==> config.mk <==
export PLATFORM = sky130hd
export DESIGN_NAME = nvm_guard
export DESIGN_NICKNAME = d
export VERILOG_FILES = /design/src/rtl/nvm_guard_pkg.sv /design/src/rtl/nvm_guard_ctrl.sv /design/src/rtl/nvm_guard_dp.sv /design/src/rtl/nvm_guard.sv
export SDC_FILE = /design/constraint.sdc
export NUM_CORES = 1
export LEC_CHECK = 0
export BUFFER_PORTS_ARGS = -buffer_cell sky130_fd_sc_hd__buf_2
export CAP_MARGIN = 10
export CORE_MARGIN = 3
export CORE_UTILIZATION = 50
export CTS_CLUSTER_SIZE = 16
export DETAILED_ROUTE_END_ITERATION = 8
export PLACE_DENSITY = 0.68
export RECOVER_POWER = 50
export SLEW_MARGIN = 20
export SYNTH_ARGS = -nofsm -noshare
export SYNTH_HDL_FRONTEND = slang
export SYNTH_HIERARCHICAL = 1
export SYNTH_SLANG_ARGS = --single-unit
==> constraint.sdc <==
create_clock -name clk -period 3 [get_ports clk]
set_clock_uncertainty 0.1 [all_clocks]
set_input_delay 0.15 -clock clk [delete_from_list [all_inputs] [get_ports clk]]
set_output_delay 0.15 -clock clk [all_outputs]
set_load 0.005 [all_outputs]
==> src/rtl/nvm_guard_pkg.sv <==
package nvm_guard_pkg;

  localparam logic [7:0] KEY_ADDR   = 8'hA2;
  localparam logic [7:0] STAT_ADDR  = 8'hA3;
  localparam logic [7:0] LOCK_ADDR  = 8'h41;
  localparam logic [7:0] START_ADDR = 8'hEF;
  localparam logic [7:0] BUSY_ADDR  = 8'hF3;
  localparam logic [7:0] OPEN_CODE  = 8'hA5;

  localparam logic [2:0] PAGE_CTL  = 3'd0;
  localparam logic [2:0] PAGE_CFG  = 3'd1;
  localparam logic [2:0] PAGE_PROT = 3'd3;

  typedef enum logic [2:0] {
    TRK_IDLE,
    TRK_ARMED,
    TRK_K1,
    TRK_K2,
    TRK_K3
  } trkState_t;

  typedef struct packed {
    logic setUnlock;
    logic fsmWr;
    logic copyStart;
    logic lockWr;
    logic protWr;
  } ctrlStrobe_t;

endpackage

==> src/rtl/nvm_guard_ctrl.sv <==
module nvm_guard_ctrl
  import nvm_guard_pkg::*;
(
  input  logic        clk,
  input  logic        rstN,
  input  logic        busValid,
  input  logic        busWrite,
  input  logic [2:0]  busPage,
  input  logic [7:0]  busAddr,
  input  logic [7:0]  busWdata,
  input  logic        fsmAccess,
  input  logic        unlocked,
  input  logic        locked,
  input  logic        busy,
  output ctrlStrobe_t strobe
);

  trkState_t stateQ, stateD;
  logic      wrHit, keyWr, keyMatch, lastKey;
  logic [7:0] expByte;

  assign wrHit = busValid && busWrite;
  assign keyWr = wrHit && (busPage == PAGE_CTL) && (busAddr == KEY_ADDR);

  always_comb begin
    case (stateQ)
      TRK_ARMED: expByte = 8'h98;
      TRK_K1:    expByte = 8'hB8;
      TRK_K2:    expByte = 8'h13;
      TRK_K3:    expByte = 8'h7D;
      default:   expByte = 8'h00;
    endcase
  end

  assign keyMatch = keyWr && (stateQ != TRK_IDLE) && (busWdata == expByte);
  assign lastKey  = keyMatch && (stateQ == TRK_K3) && !fsmAccess;

  always_comb begin
    stateD = stateQ;
    if (fsmAccess) begin
      stateD = TRK_IDLE;
    end else if (keyWr && busWdata == 8'h00) begin
      stateD = TRK_ARMED;
    end else if (busValid) begin
      if (keyMatch) begin
        case (stateQ)
          TRK_ARMED: stateD = TRK_K1;
          TRK_K1:    stateD = TRK_K2;
          TRK_K2:    stateD = TRK_K3;
          default:   stateD = TRK_IDLE;
        endcase
      end else begin
        stateD = TRK_IDLE;
      end
    end
  end

  always_ff @(posedge clk or negedge rstN) begin
    if (!rstN) stateQ <= TRK_IDLE;
    else       stateQ <= stateD;
  end

  always_comb begin
    strobe.setUnlock = lastKey;
    strobe.fsmWr     = wrHit && busPage == PAGE_CTL && busAddr == STAT_ADDR && unlocked;
    strobe.copyStart = wrHit && busPage == PAGE_CFG && busAddr == START_ADDR &&
                       busWdata[1] && unlocked && !locked && !busy;
    strobe.lockWr    = wrHit && busPage == PAGE_CFG && busAddr == LOCK_ADDR &&
                       unlocked && !locked;
    strobe.protWr    = wrHit && busPage == PAGE_PROT && unlocked && !locked;
  end

endmodule

==> src/rtl/nvm_guard_dp.sv <==
module nvm_guard_dp
  import nvm_guard_pkg::*;
#(
  parameter int COPY_CYCLES = 16,
  parameter int P3_DEPTH    = 4
) (
  input  logic        clk,
  input  logic        rstN,
  input  ctrlStrobe_t strobe,
  input  logic        busValid,
  input  logic        busWrite,
  input  logic [2:0]  busPage,
  input  logic [7:0]  busAddr,
  input  logic [7:0]  busWdata,
  output logic [7:0]  busRdata,
  output logic        unlocked,
  output logic        locked,
  output logic        busy,
  output logic        fsmDisable
);

  localparam int CNT_W = $clog2(COPY_CYCLES) + 1;
  localparam int P3_AW = (P3_DEPTH > 1) ? $clog2(P3_DEPTH) : 1;

  logic             unlockedQ, fsmDisQ, busyQ;
  logic [7:0]       lockByteQ;
  logic [CNT_W-1:0] cntQ;
  logic [7:0]       p3Q [P3_DEPTH];

  always_ff @(posedge clk or negedge rstN) begin
    if (!rstN) begin
      unlockedQ <= 1'b0;
      fsmDisQ   <= 1'b0;
      lockByteQ <= OPEN_CODE;
    end else begin
      if (strobe.setUnlock) unlockedQ <= 1'b1;
      if (strobe.fsmWr)     fsmDisQ   <= busWdata[0];
      if (strobe.lockWr)    lockByteQ <= busWdata;
    end
  end

  always_ff @(posedge clk or negedge rstN) begin
    if (!rstN) begin
      busyQ <= 1'b0;
      cntQ  <= '0;
    end else if (strobe.copyStart) begin
      busyQ <= 1'b1;
      cntQ  <= CNT_W'(COPY_CYCLES - 1);
    end else if (busyQ) begin
      if (cntQ == '0) busyQ <= 1'b0;
      else            cntQ  <= cntQ - 1'b1;
    end
  end

  for (genvar i = 0; i < P3_DEPTH; i++) begin : g_prot
    always_ff @(posedge clk or negedge rstN) begin
      if (!rstN)                                  p3Q[i] <= 8'h00;
      else if (strobe.protWr && busAddr == 8'(i)) p3Q[i] <= busWdata;
    end
  end

  assign unlocked   = unlockedQ;
  assign locked     = (lockByteQ != OPEN_CODE);
  assign busy       = busyQ;
  assign fsmDisable = fsmDisQ;

  always_comb begin
    busRdata = 8'h00;
    if (busValid && !busWrite) begin
      case (busPage)
        PAGE_CTL:
          if (busAddr == STAT_ADDR) busRdata = {unlockedQ, unlockedQ, 5'b0, fsmDisQ};
        PAGE_CFG:
          if (busAddr == LOCK_ADDR) busRdata = lockByteQ;
          else if (busAddr == START_ADDR || busAddr == BUSY_ADDR)
            busRdata = {6'b0, busyQ, 1'b0};
        PAGE_PROT:
          if (!locked && busAddr < 8'(P3_DEPTH)) busRdata = p3Q[busAddr[P3_AW-1:0]];
        default: busRdata = 8'h00;
      endcase
    end
  end

endmodule

==> src/rtl/nvm_guard.sv <==
module nvm_guard
  import nvm_guard_pkg::*;
#(
  parameter int COPY_CYCLES = 16,
  parameter int P3_DEPTH    = 4
) (
  input  logic       clk,
  input  logic       rstN,
  input  logic       busValid,
  input  logic       busWrite,
  input  logic [2:0] busPage,
  input  logic [7:0] busAddr,
  input  logic [7:0] busWdata,
  output logic [7:0] busRdata,
  input  logic       fsmAccess,
  output logic       unlocked,
  output logic       fsmDisable,
  output logic       nvmBusy
);

  ctrlStrobe_t strobe;
  logic        locked;

  nvm_guard_ctrl ctrl_i (
    .clk(clk), .rstN(rstN), .busValid(busValid), .busWrite(busWrite),
    .busPage(busPage), .busAddr(busAddr), .busWdata(busWdata),
    .fsmAccess(fsmAccess), .unlocked(unlocked), .locked(locked),
    .busy(nvmBusy), .strobe(strobe)
  );

  nvm_guard_dp #(.COPY_CYCLES(COPY_CYCLES), .P3_DEPTH(P3_DEPTH)) dp_i (
    .clk(clk), .rstN(rstN), .strobe(strobe), .busValid(busValid),
    .busWrite(busWrite), .busPage(busPage), .busAddr(busAddr),
    .busWdata(busWdata), .busRdata(busRdata), .unlocked(unlocked),
    .locked(locked), .busy(nvmBusy), .fsmDisable(fsmDisable)
  );

endmodule

==> flow_summary_export.csv, run 1 <==
group,metric,value,unit
layout,final_cells,357,
global_route,grt_start_max_net_pins,28,
pwr,p_per_area,365.2,nW/µm²
floorplanning,die_h,83.24,µm
logic_synthesis,yosysTopAreaCellShare,39.43,%
global_route,grt-ovfl-total,0,
place,dpl_cell_area,3206,µm²
cts,cts_setup_buffers,0,
floorplanning,core,5642,µm²
floorplanning,die_area,6929,µm²
timing,fin_crit_sh,80.70,%
setup_path,r2r_cells,7,
cts,clock_latency,0.30,ns
pwr,ir_drop,0.2477,mV
cts,cts_root_buf,"clkbuf_8",
hold_path,hold_class,"in -> reg",
routing,drt_pass1_iterations,4,
layout,area_growth_syn_to_layout,10.11,%
cts,clk_pin_slew,0.10,ns
floorplanning,ios,35,
cts,ctsResizeCount,0,
routing,num_vias,2155,
routing,antenna_left,0,
timing,rsz0062_at_grt,"false",
routing,drt_iter0_markers,125,
layout,antenna_cells,0,
setup_path,path_class,"reg -> reg",
setup_path,r2r_start,"dp_i/lockByteQ[5]$_DFFE_PN1P_",
global_route,grt_pass1_vias,2184,
floorplanning,start_util,52.87,%
setup_path,crit_path_start_kind,"register",
job,drv_cap,0,
routing,drc,0,
place,gp_congestion,0.8222,
logic_synthesis,yosys-top-cells-area,"dfrtp_1 (39%), mux2_2 (15%), mux4_2 (5.3%)",
global_route,grtUsageTotal,19.90,%
logic_synthesis,ys.flop_type,"dfrtp_1",
logic_synthesis,synth_cell_types,65,
timing,finalSetupTns,0,ns
routing,wirelength,6.632,mm
global_route,antenna_found_initial,0,
run_status,status,"complete, no violations",
logic_synthesis,yosysWarningCount,6,
timing,period_minus_slack,2.421,ns
cts,cts_tree,"done",
logic_synthesis,netlist_area,2983,µm²
timing,report.final.slew_viol_count,0,
logic_synthesis,async_flop_share,100.0,%
logic_synthesis,synth_top_area_cell,"dfrtp_1",
routing,via_per_inst,6.036,
floorplanning,die_w,83.24,µm
logic_synthesis,yosys_register_bits,51,
timing,max_clock_freq,413.1,MHz
setup_path,crit_required,3.09,ns
logic_synthesis,synth_edf_count,0,
layout,fin_area,3284,µm²
floorplanning,fp-row-count,27,
setup_path,endpoint_kind,"register",
setup_path,arrival,2.51,ns
timing,hold_violations,0,
logic_synthesis,synth_commonest_cells,"dfrtp_1 (47), mux2_2 (39), nand2_1 (12), nor2_1 (12), inv_1 (9)",
cts,numCtsBuffers,5,
place,dpl.cell_count,348,
logic_synthesis,syn_area_per_cell,12.08,µm²
cts,cts_num_sinks,51,
place,place.port_buffers,34,
global_route,grt_pass1_wl,11.25,mm
cts,ctsHoldBuffers,1,
logic_synthesis,synthCells,247,
timing,slew_headroom,6.655,%
timing,tightest_slew,1.400,ns
logic_synthesis,synth_most_common_cell,"dfrtp_1",
logic_synthesis,yosysSeqAreaShare,42.95,%
cts,h-tree-depth,2,
pwr,finalPower,1200,µW
logic_synthesis,synth_nets,273,
routing,wire_per_inst,18.58,µm
place,dp_hpwl,4.837,mm
setup_path,r2r_slack,0.58,ns
layout,nNetsFinal,310,
setup_path,critPathMaxFanout,8,
pwr,leakage,0.001550,µW
setup_path,r2r-end,"dp_i/p3Q[0]$_DFFE_PN0P_",
cts,cts_buffer_depth,2,
layout,drive_gt1_share,37.89,%
setup_path,crit_path_end,"dp_i/p3Q[0]$_DFFE_PN0P_",
layout,fin_util,58.22,%
timing,final-setup-viol-count,0,
setup_path,critPathLaunch,"dp_i/lockByteQ[5]$_DFFE_PN1P_",
-- sequential cells by signal, indices dropped and copies added, names as in the netlist --
| name | flops |
|---|---|
| dp_i/lockByteQ | 8 |
| dp_i/unlocked | 1 |
| dp_i/busy | 1 |
| dp_i/fsmDisable | 1 |
| dp_i/cntQ | 5 |
| ctrl_i/stateQ | 3 |
| dp_i/p3Q | 32 |
-- critical path, cell delays in order (launching register included) --
cell	delay, ns
dfstp_2	0.55
and4bb_1	0.21
nand4_2	0.15
nor3b_1	0.26
and2_1	0.15
and3_1	0.32
nand3_4	0.20
mux2_1	0.39
-- per-stage QoR --
step	setup slack, ns	hold slack, ns
final	0.5791	0.02202
after global routing	0.4382	0.01780
after CTS	0.5839	0.008691
after detailed placement	0.5967	0.08257
after global placement	0.5924	0.08246
after floorplan	0.7943	-0.2456
-- report_power, final --
part           internal (µW)  switching, µW  total [µW]
sequential               687      0.0000376         687
combinational           31.1           66.3        97.4
clock                    173            242         415
-- cell type report --
cell class / instances / area [µm²]
clock buffers: 5 / 68.82
clock inverters: 3 / 27.53
fillers: 482 / 2357
inverters: 9 / 33.78
multi-input cells: 179 / 1593
flip-flops and latches: 51 / 1281
well taps: 72 / 90.09
repair buffers: 38 / 190.2
-- placed cells by master, fill, tap and decap left out, drive strengths merged, types with 8 or more instances in the layout --
| cell | count |
|---|---|
| mux4 | 8 |
| inv | 11 |
| nor2 | 13 |
| clkbuf | 11 |
| mux2 | 41 |
| buf | 31 |
| dfrtp | 47 |
| nand2 | 14 |
-- worst min-delay path by stage --
stage                          from                       endpoint  slack, ns  cells after the start
after floorplan                rstN   ctrl_i/stateQ[0]$_DFFE_PN0P_      -0.25                      0
after global placement         rstN  dp_i/lockByteQ[3]$_DFFE_PN0P_       0.08                      1
after detailed placement       rstN  dp_i/lockByteQ[1]$_DFFE_PN0P_       0.08                      1
after CTS                 fsmAccess   ctrl_i/stateQ[0]$_DFFE_PN0P_      0.009                      3
after global routing      fsmAccess   ctrl_i/stateQ[0]$_DFFE_PN0P_       0.02                      3
final                     fsmAccess   ctrl_i/stateQ[0]$_DFFE_PN0P_       0.02                      3
-- metal layers --
layer | track usage, % | up-vias | share of wire (%)
met4 | 3.863 | 0 | 0.29
met3 | 3.373 | 2 | 4.4
li1 | - | 1015 | -
met2 | 31.78 | 48 | 47
met5 | 0 | - | 0
met1 | 28.70 | 1090 | 49
-- cell families after synthesis --
family,count (synthesis),synth area share (%)
xor gates and xnor gates,3,0.8810
AOI/OAI and AO/OA,36,9.060
buffers and inverters,17,3.146
adders and majority gates,2,0.8388
and+or+nand+nor,89,21.48
DFF,51,42.95
muxes,49,21.64
Power figures use the tool's default switching activity.
==> run 2, diff against run 1 <==
--- a/config.mk
+++ b/config.mk
@@ -5,13 +5,14 @@
 export SDC_FILE = /design/constraint.sdc
 export NUM_CORES = 1
 export LEC_CHECK = 0
+export ABC_AREA = 1
 export BUFFER_PORTS_ARGS = -buffer_cell sky130_fd_sc_hd__buf_2
 export CAP_MARGIN = 10
 export CORE_MARGIN = 3
 export CORE_UTILIZATION = 50
 export CTS_CLUSTER_SIZE = 16
 export DETAILED_ROUTE_END_ITERATION = 8
-export PLACE_DENSITY = 0.68
+export PLACE_DENSITY = 0.7
 export RECOVER_POWER = 50
 export SLEW_MARGIN = 20
 export SYNTH_ARGS = -nofsm -noshare
==> constraint.sdc (replaced) <==
create_clock -name clk -period 2 [get_ports clk]
set_clock_uncertainty 0.1 [all_clocks]
set_input_delay 0.1 -clock clk [delete_from_list [all_inputs] [get_ports clk]]
set_output_delay 0.1 -clock clk [all_outputs]
set_load 0.005 [all_outputs]
==> run 2 against run 1 <==
Net effect: the flow now finishes with violations (setup timing); critical path type unchanged; synthesized area rose by 6.8%; cell count grew 70%; critical endpoint is now dp_i/p3Q[22]$_DFFE_PN0P_; fmax grew 18%; critical path depth grew 4.
==> flow_summary_export.csv, run 2 <==
group,metric,value,unit
place,dpl.cell_count,587,
timing,fin_crit_sh,102.9,%
logic_synthesis,synthCells,465,
layout,final_common_cell,"nand2_1",
logic_synthesis,syn_area_per_cell,6.853,µm²
logic_synthesis,synth_nets,491,
timing,setup_slack,-0.05703,ns
pwr,p_int,1604,µW
logic_synthesis,yosys_register_bits,51,
logic_synthesis,synth_top_area_cell,"dfrtp_1",
job,drv_cap,0,
cts,cts_num_sinks,51,
pwr,ir_drop,0.4694,mV
floorplanning,ios,35,
logic_synthesis,netlist_area,3187,µm²
global_route,grt_pass1_wl,14.61,mm
cts,cts_root_buf,"clkbuf_8",
routing,num_vias,3228,
setup_path,crit_required,2.11,ns
run_status,violations,"setup timing",
pwr,p_sw,624.2,µW
layout,drive_gt1_share,24.81,%
place,place.port_buffers,34,
floorplanning,start_util,52.58,%
pwr,p_seq_share,49.7,%
layout,regMostFlops,"dp_i/p3Q",
logic_synthesis,yosys-top-cells-area,"dfrtp_1 (37%), nand2_1 (18%), nor2_1 (7.3%)",
place,dp_hpwl,6.267,mm
global_route,antenna_found_initial,0,
timing,final-setup-viol-count,34,
routing,wire_per_inst,14.29,µm
routing,drt_iter0_markers,223,
pwr,finalPower,2229,µW
layout,nNetsFinal,557,
pwr,swShare,28.01,%
timing,slew_headroom,13.47,%
routing,drc,0,
global_route,grt_start_max_net_pins,52,
setup_path,worst_path_largest_cell_delay,0.55,ns
logic_synthesis,yosysTopAreaCellShare,36.91,%
setup_path,worst-path-buf-inv,2,
layout,top_regs,"dp_i/p3Q: 32 flops, dp_i/lockByteQ: 8 flops, dp_i/cntQ: 5 flops",
floorplanning,die_h,85.84,µm
logic_synthesis,synth_commonest_cells,"nand2_1 (151), nor2_1 (62), inv_1 (55), dfrtp_1 (47), nand3_1 (30)",
logic_synthesis,ys.flop_type,"dfrtp_1",
global_route,grt_pass1_vias,3042,
place,dp_slack,-0.1535,ns
routing,wirelength,8.674,mm
logic_synthesis,yosysSeqAreaShare,40.20,%
logic_synthesis,synth_most_common_cell,"nand2_1",
global_route,grt-ovfl-total,0,
timing,tightest_slew,1.298,ns
setup_path,path_class,"reg -> reg",
pwr,p_clk_share,34.7,%
pwr,leakage,0.001988,µW
cts,cts_buffer_depth,2,
timing,hold_violations,0,
cts,clk_pin_slew,0.10,ns
routing,drt_pass1_iterations,5,
hold_path,hold_class,"in -> reg",
timing,rsz0062_at_grt,"true",
cts,clock_latency,0.31,ns
timing,period_minus_slack,2.057,ns
pwr,comb_power_share,15.6,%
pwr,p_per_area,566.9,nW/µm²
cts,h-tree-depth,2,
setup_path,crit_path_start_kind,"register",
global_route,grtUsageTotal,24.86,%
routing,via_per_inst,5.318,
layout,antenna_cells,0,
timing,report.final.slew_viol_count,0,
setup_path,arrival,2.17,ns
setup_path,path_cells,"nand2_2 -> nor2_1 -> nand2_1 -> nor2_2 -> inv_2 -> nor3_2 -> nor3b_4 -> nand2_2 -> buf_4 -> nand2_1 -> o21ai_2",
timing,max_clock_freq,486.1,MHz
run_status,status,"finished, violations left",
floorplanning,die_area,7368,µm²
setup_path,slowest_stage,"dfstp_2",
logic_synthesis,synth_edf_count,0,
floorplanning,fp-row-count,28,
logic_synthesis,synth_cell_types,32,
setup_path,cp_top_family,"simple AND/OR/NAND/NOR gates",
routing,antenna_left,0,
cts,cts_tree,"done",
layout,final_cells,607,
logic_synthesis,async_flop_share,100.0,%
place,gp_congestion,0.8969,
cts,numCtsBuffers,5,
logic_synthesis,yosysWarningCount,6,
layout,layout_common_cells,"nand2_1 (137), nor2_1 (54), inv_1 (52)",
floorplanning,core,6061,µm²
setup_path,endpoint_kind,"register",
layout,area_growth_syn_to_layout,23.36,%
floorplanning,die_w,85.84,µm
setup_path,critPathMaxFanout,4,
timing,finalSetupTns,-1.122,ns
layout,largest_reg_flops,32,
run 2: cell families after synthesis:
family | Yosys count | synth area share [%]
and+or+nand+nor | 288 | 39.54
buffers and inverters | 64 | 8.873
AOI/OAI and AO/OA | 59 | 10.33
DFF | 51 | 40.20
adders and majority gates | 2 | 0.7851
xor gates and xnor gates | 1 | 0.2749
run 2: final cells by class:
| type | instances | area (µm²) |
|---|---|---|
| Multi-Input combinational cell | 350 | 1760 |
| Clock inverter | 2 | 38.79 |
| Tap cell | 75 | 93.84 |
| Timing Repair Buffer | 67 | 461.7 |
| Sequential cell | 51 | 1281 |
| Fill cell | 559 | 2130 |
| Clock buffer | 6 | 82.58 |
| Inverter | 56 | 212.7 |
run 2: repair_timing:
| item | 4_1_cts | 5_1_grt |
|---|---|---|
| endpoints found under the setup margin | 40 | 46 |
| setup buffers | 2 | 1 |
| gates resized for setup | 11 | 43 |
| hold endpoints to repair | 56 | 0 |
| hold buffers | 8 | 0 |
| cloned | 0 | 1 |
| pin swaps | 3 | 6 |
run 2: worst paths after layout:
path / cells after the start / slack [ns] / start / to
setup / recovery: 11 / -0.06 / dp_i/lockByteQ[7]$_DFFE_PN1P_ / dp_i/p3Q[22]$_DFFE_PN0P_
hold / removal: 4 / 0.008 / busValid / ctrl_i/stateQ[2]$_DFFE_PN0P_
setup reg to reg: 11 / -0.06 / dp_i/lockByteQ[7]$_DFFE_PN1P_ / dp_i/p3Q[22]$_DFFE_PN0P_
hold reg to reg: 2 / 0.40 / dp_i/p3Q[17]$_DFFE_PN0P_ / dp_i/p3Q[17]$_DFFE_PN0P_
max in group asynchronous: 3 / 0.44 / rstN / dp_i/lockByteQ[3]$_DFFE_PN0P_
min in group asynchronous: 3 / 0.58 / rstN / dp_i/p3Q[14]$_DFFE_PN0P_
run 2: metal layers:
metal / wire, µm / vias up / track usage, %
li1: - / 1618 / -
met1: 4115 / 1484 / 36.14
met2: 3914 / 111 / 38.35
met3: 463 / 15 / 3.746
met4: 181 / 0 / 7.482
met5: 0 / - / 0
run 2: power groups by stage:
stage	clock, µW	sequential [µW]	combinational (µW)
floorplan	0	1120	199
detailed placement	0	1130	324
finish	774	1110	347
CTS	791	1110	340
global placement	0	1130	314
global route	835	1120	410
run 2: tightest hold or removal path, cell delays in order:
cell and delay, ns:
buf_2 0.12, nor2_1 0.07, nand2_1 0.05, nand2_1 0.05
run 2: through the flow:
| stage | hold slack, ns | util (%) | instance area, µm² |
|---|---|---|---|
| 2_1_floorplan | -0.2956 | - | 3187 |
| 3_3_place_gp | 0.1596 | 58.34 | 3536 |
| 3_5_place_dp | 0.1673 | 58.34 | 3536 |
| 4_1_cts | 0.007968 | 62.76 | 3804 |
| 5_1_grt | 0.02986 | 64.86 | 3931 |
| 6_report | 0.007837 | 64.86 | 3931 |
==> run 3, diff against run 2 <==
--- a/config.mk
+++ b/config.mk
@@ -13,7 +13,6 @@
 export CTS_CLUSTER_SIZE = 16
 export DETAILED_ROUTE_END_ITERATION = 8
 export PLACE_DENSITY = 0.7
-export RECOVER_POWER = 50
 export SLEW_MARGIN = 20
 export SYNTH_ARGS = -nofsm -noshare
 export SYNTH_HDL_FRONTEND = slang
==> run 3 against run 2 <==
Net effect: the run still ends with setup timing left; cell count unchanged; die area unchanged; first-iteration DRC count unchanged; non-clock buffer count unchanged; utilization about the same; largest cell class unchanged; combinational power about the same; fmax about the same; total power increased by 0.13%.
==> flow_summary_export.csv, run 3 (synthesis results as in run 2) <==
group,metric,value,unit
global_route,grt_pass1_wl,14.61,mm
pwr,p_seq_share,49.6,%
routing,antenna_left,0,
routing,via_per_inst,5.348,
floorplanning,fp-row-count,28,
timing,setup_slack,-0.05558,ns
global_route,grt_start_max_net_pins,52,
setup_path,critPathLaunch,"dp_i/lockByteQ[7]$_DFFE_PN1P_",
timing,period_minus_slack,2.056,ns
place,dp_slack,-0.1535,ns
setup_path,r2r-end,"dp_i/p3Q[22]$_DFFE_PN0P_",
layout,area_growth_syn_to_layout,23.44,%
timing,slew_headroom,50.90,%
job,drv_cap,0,
routing,drc,0,
place,dpl.cell_count,587,
routing,drt_iter0_markers,223,
run_status,status,"finished, violations left",
timing,hold_violations,0,
layout,fin_area,3934,µm²
setup_path,critPathMaxFanout,4,
cts,clk_pin_slew,0.10,ns
timing,finalSetupTns,-1.114,ns
floorplanning,die_w,85.84,µm
setup_path,path_class,"reg -> reg",
floorplanning,start_util,52.58,%
cts,cts_tree,"done",
floorplanning,ios,35,
layout,regMostFlops,"dp_i/p3Q",
timing,max_clock_freq,486.5,MHz
setup_path,arrival,2.17,ns
place,dp_hpwl,6.267,mm
global_route,grt-ovfl-total,0,
setup_path,slowest_stage,"dfstp_2",
routing,wire_per_inst,14.31,µm
floorplanning,core,6061,µm²
timing,final-setup-viol-count,35,
hold_path,hold_class,"in -> reg",
pwr,p_sw,626.5,µW
layout,final_cells,607,
place,place.port_buffers,34,
pwr,leakage,0.001988,µW
floorplanning,die_h,85.84,µm
timing,report.final.slew_viol_count,0,
pwr,p_int,1605,µW
timing,fin_crit_sh,102.8,%
setup_path,cp_num_cells,11,
setup_path,r2r_slack,-0.06,ns
cts,clock_latency,0.31,ns
timing,tightest_slew,0.7333,ns
timing,rsz0062_at_grt,"true",
cts,numCtsBuffers,5,
run_status,violations,"setup timing",
layout,fillers,558,
routing,wirelength,8.689,mm
layout,layout_common_cells,"nand2_1 (137), nor2_1 (54), inv_1 (52)",
setup_path,r2r_start,"dp_i/lockByteQ[7]$_DFFE_PN1P_",
place,gp_congestion,0.8969,
global_route,grt_pass1_vias,3042,
place,dpl_cell_area,3536,µm²
layout,drive_gt1_share,24.81,%
cts,cts_num_sinks,51,
setup_path,path_cells,"nand2_2 -> nor2_1 -> nand2_1 -> nor2_2 -> inv_2 -> nor3_2 -> nor3b_4 -> nand2_2 -> buf_4 -> nand2_1 -> o21ai_2",
setup_path,crit_required,2.11,ns
setup_path,worst-path-buf-inv,2,
setup_path,cp_top_family,"simple AND/OR/NAND/NOR gates",
cts,cts_root_buf,"clkbuf_8",
routing,drt_pass1_iterations,5,
cts,cts_buffer_depth,2,
pwr,ir_drop,0.4702,mV
layout,largest_reg_flops,32,
setup_path,crit_path_end,"dp_i/p3Q[22]$_DFFE_PN0P_",
setup_path,r2r_cells,11,
layout,nNetsFinal,557,
global_route,grtUsageTotal,24.86,%
setup_path,endpoint_kind,"register",
routing,num_vias,3246,
pwr,finalPower,2232,µW
setup_path,worst_path_largest_cell_delay,0.55,ns
layout,antenna_cells,0,
cts,h-tree-depth,2,
pwr,swShare,28.08,%
pwr,p_per_area,567.3,nW/µm²
layout,top_regs,"dp_i/p3Q: 32 flops, dp_i/lockByteQ: 8 flops, dp_i/cntQ: 5 flops",
pwr,comb_power_share,15.5,%
global_route,antenna_found_initial,0,
floorplanning,die_area,7368,µm²
layout,final_common_cell,"nand2_1",
pwr,p_clk_share,34.8,%
setup_path,crit_path_start_kind,"register",
## run 3: how the worst min path moves through the flow
| stage | start | end | slack [ns] | depth (start not counted) |
|---|---|---|---|---|
| after floorplan | rstN | ctrl_i/stateQ[0]$_DFFE_PN0P_ | -0.30 | 0 |
| after global placement | rstN | dp_i/p3Q[17]$_DFFE_PN0P_ | 0.16 | 2 |
| after detailed placement | rstN | dp_i/p3Q[17]$_DFFE_PN0P_ | 0.17 | 2 |
| after CTS | busValid | ctrl_i/stateQ[2]$_DFFE_PN0P_ | 0.008 | 4 |
| after global routing | busValid | ctrl_i/stateQ[2]$_DFFE_PN0P_ | 0.03 | 4 |
| final | busValid | ctrl_i/stateQ[2]$_DFFE_PN0P_ | 0.007 | 4 |
## run 3: power by group through the flow
stage | Sequential, µW | Combinational (µW) | Clock (µW)
2_1_floorplan | 1120 | 199 | 0
3_3_place_gp | 1130 | 314 | 0
3_5_place_dp | 1130 | 324 | 0
4_1_cts | 1110 | 340 | 791
5_1_grt | 1120 | 411 | 835
6_report | 1110 | 347 | 777
## run 3: stage by stage
stage	utilization (%)	hold slack (ns)
CTS	62.76	0.007968
detailed placement	58.34	0.1673
global placement	58.34	0.1596
global route	64.91	0.02986
floorplan	-	-0.2956
finish	64.91	0.006649
## run 3: cell type report
class	instances	area [µm²]	share of cell area, %
Clock buffer	6	82.58	2.099
Clock inverter	2	38.79	0.9860
Inverter	56	212.7	5.407
Multi-Input combinational cell	350	1760	44.75
Sequential cell	51	1281	32.57
Tap cell	75	93.84	2.385
Timing Repair Buffer	67	464.2	11.80
## run 3: routing by layer
metal  up-vias  track usage (%)  routed length (µm)
met5         -                0                   0
met4         0            7.482                 191
met3        18            3.746                 451
met2       114            38.35                3914
met1      1495            36.14                4131
li1       1619                -                   -
## run 3: timing repair
action / 4_1_cts / 5_1_grt
gates cloned: 0 / 1
gates resized for setup: 11 / 43
buffers inserted: 2 / 1
hold buffers: 8 / 0
endpoints found under the hold margin: 56 / 0
pin swaps: 3 / 6
endpoints found under the setup margin: 40 / 46
## run 3: tightest hold or removal path: cells and delay by family
kind,cells,cell delay (ns)
and+or+nand+nor,3,0.17
buffers and inverters,1,0.12
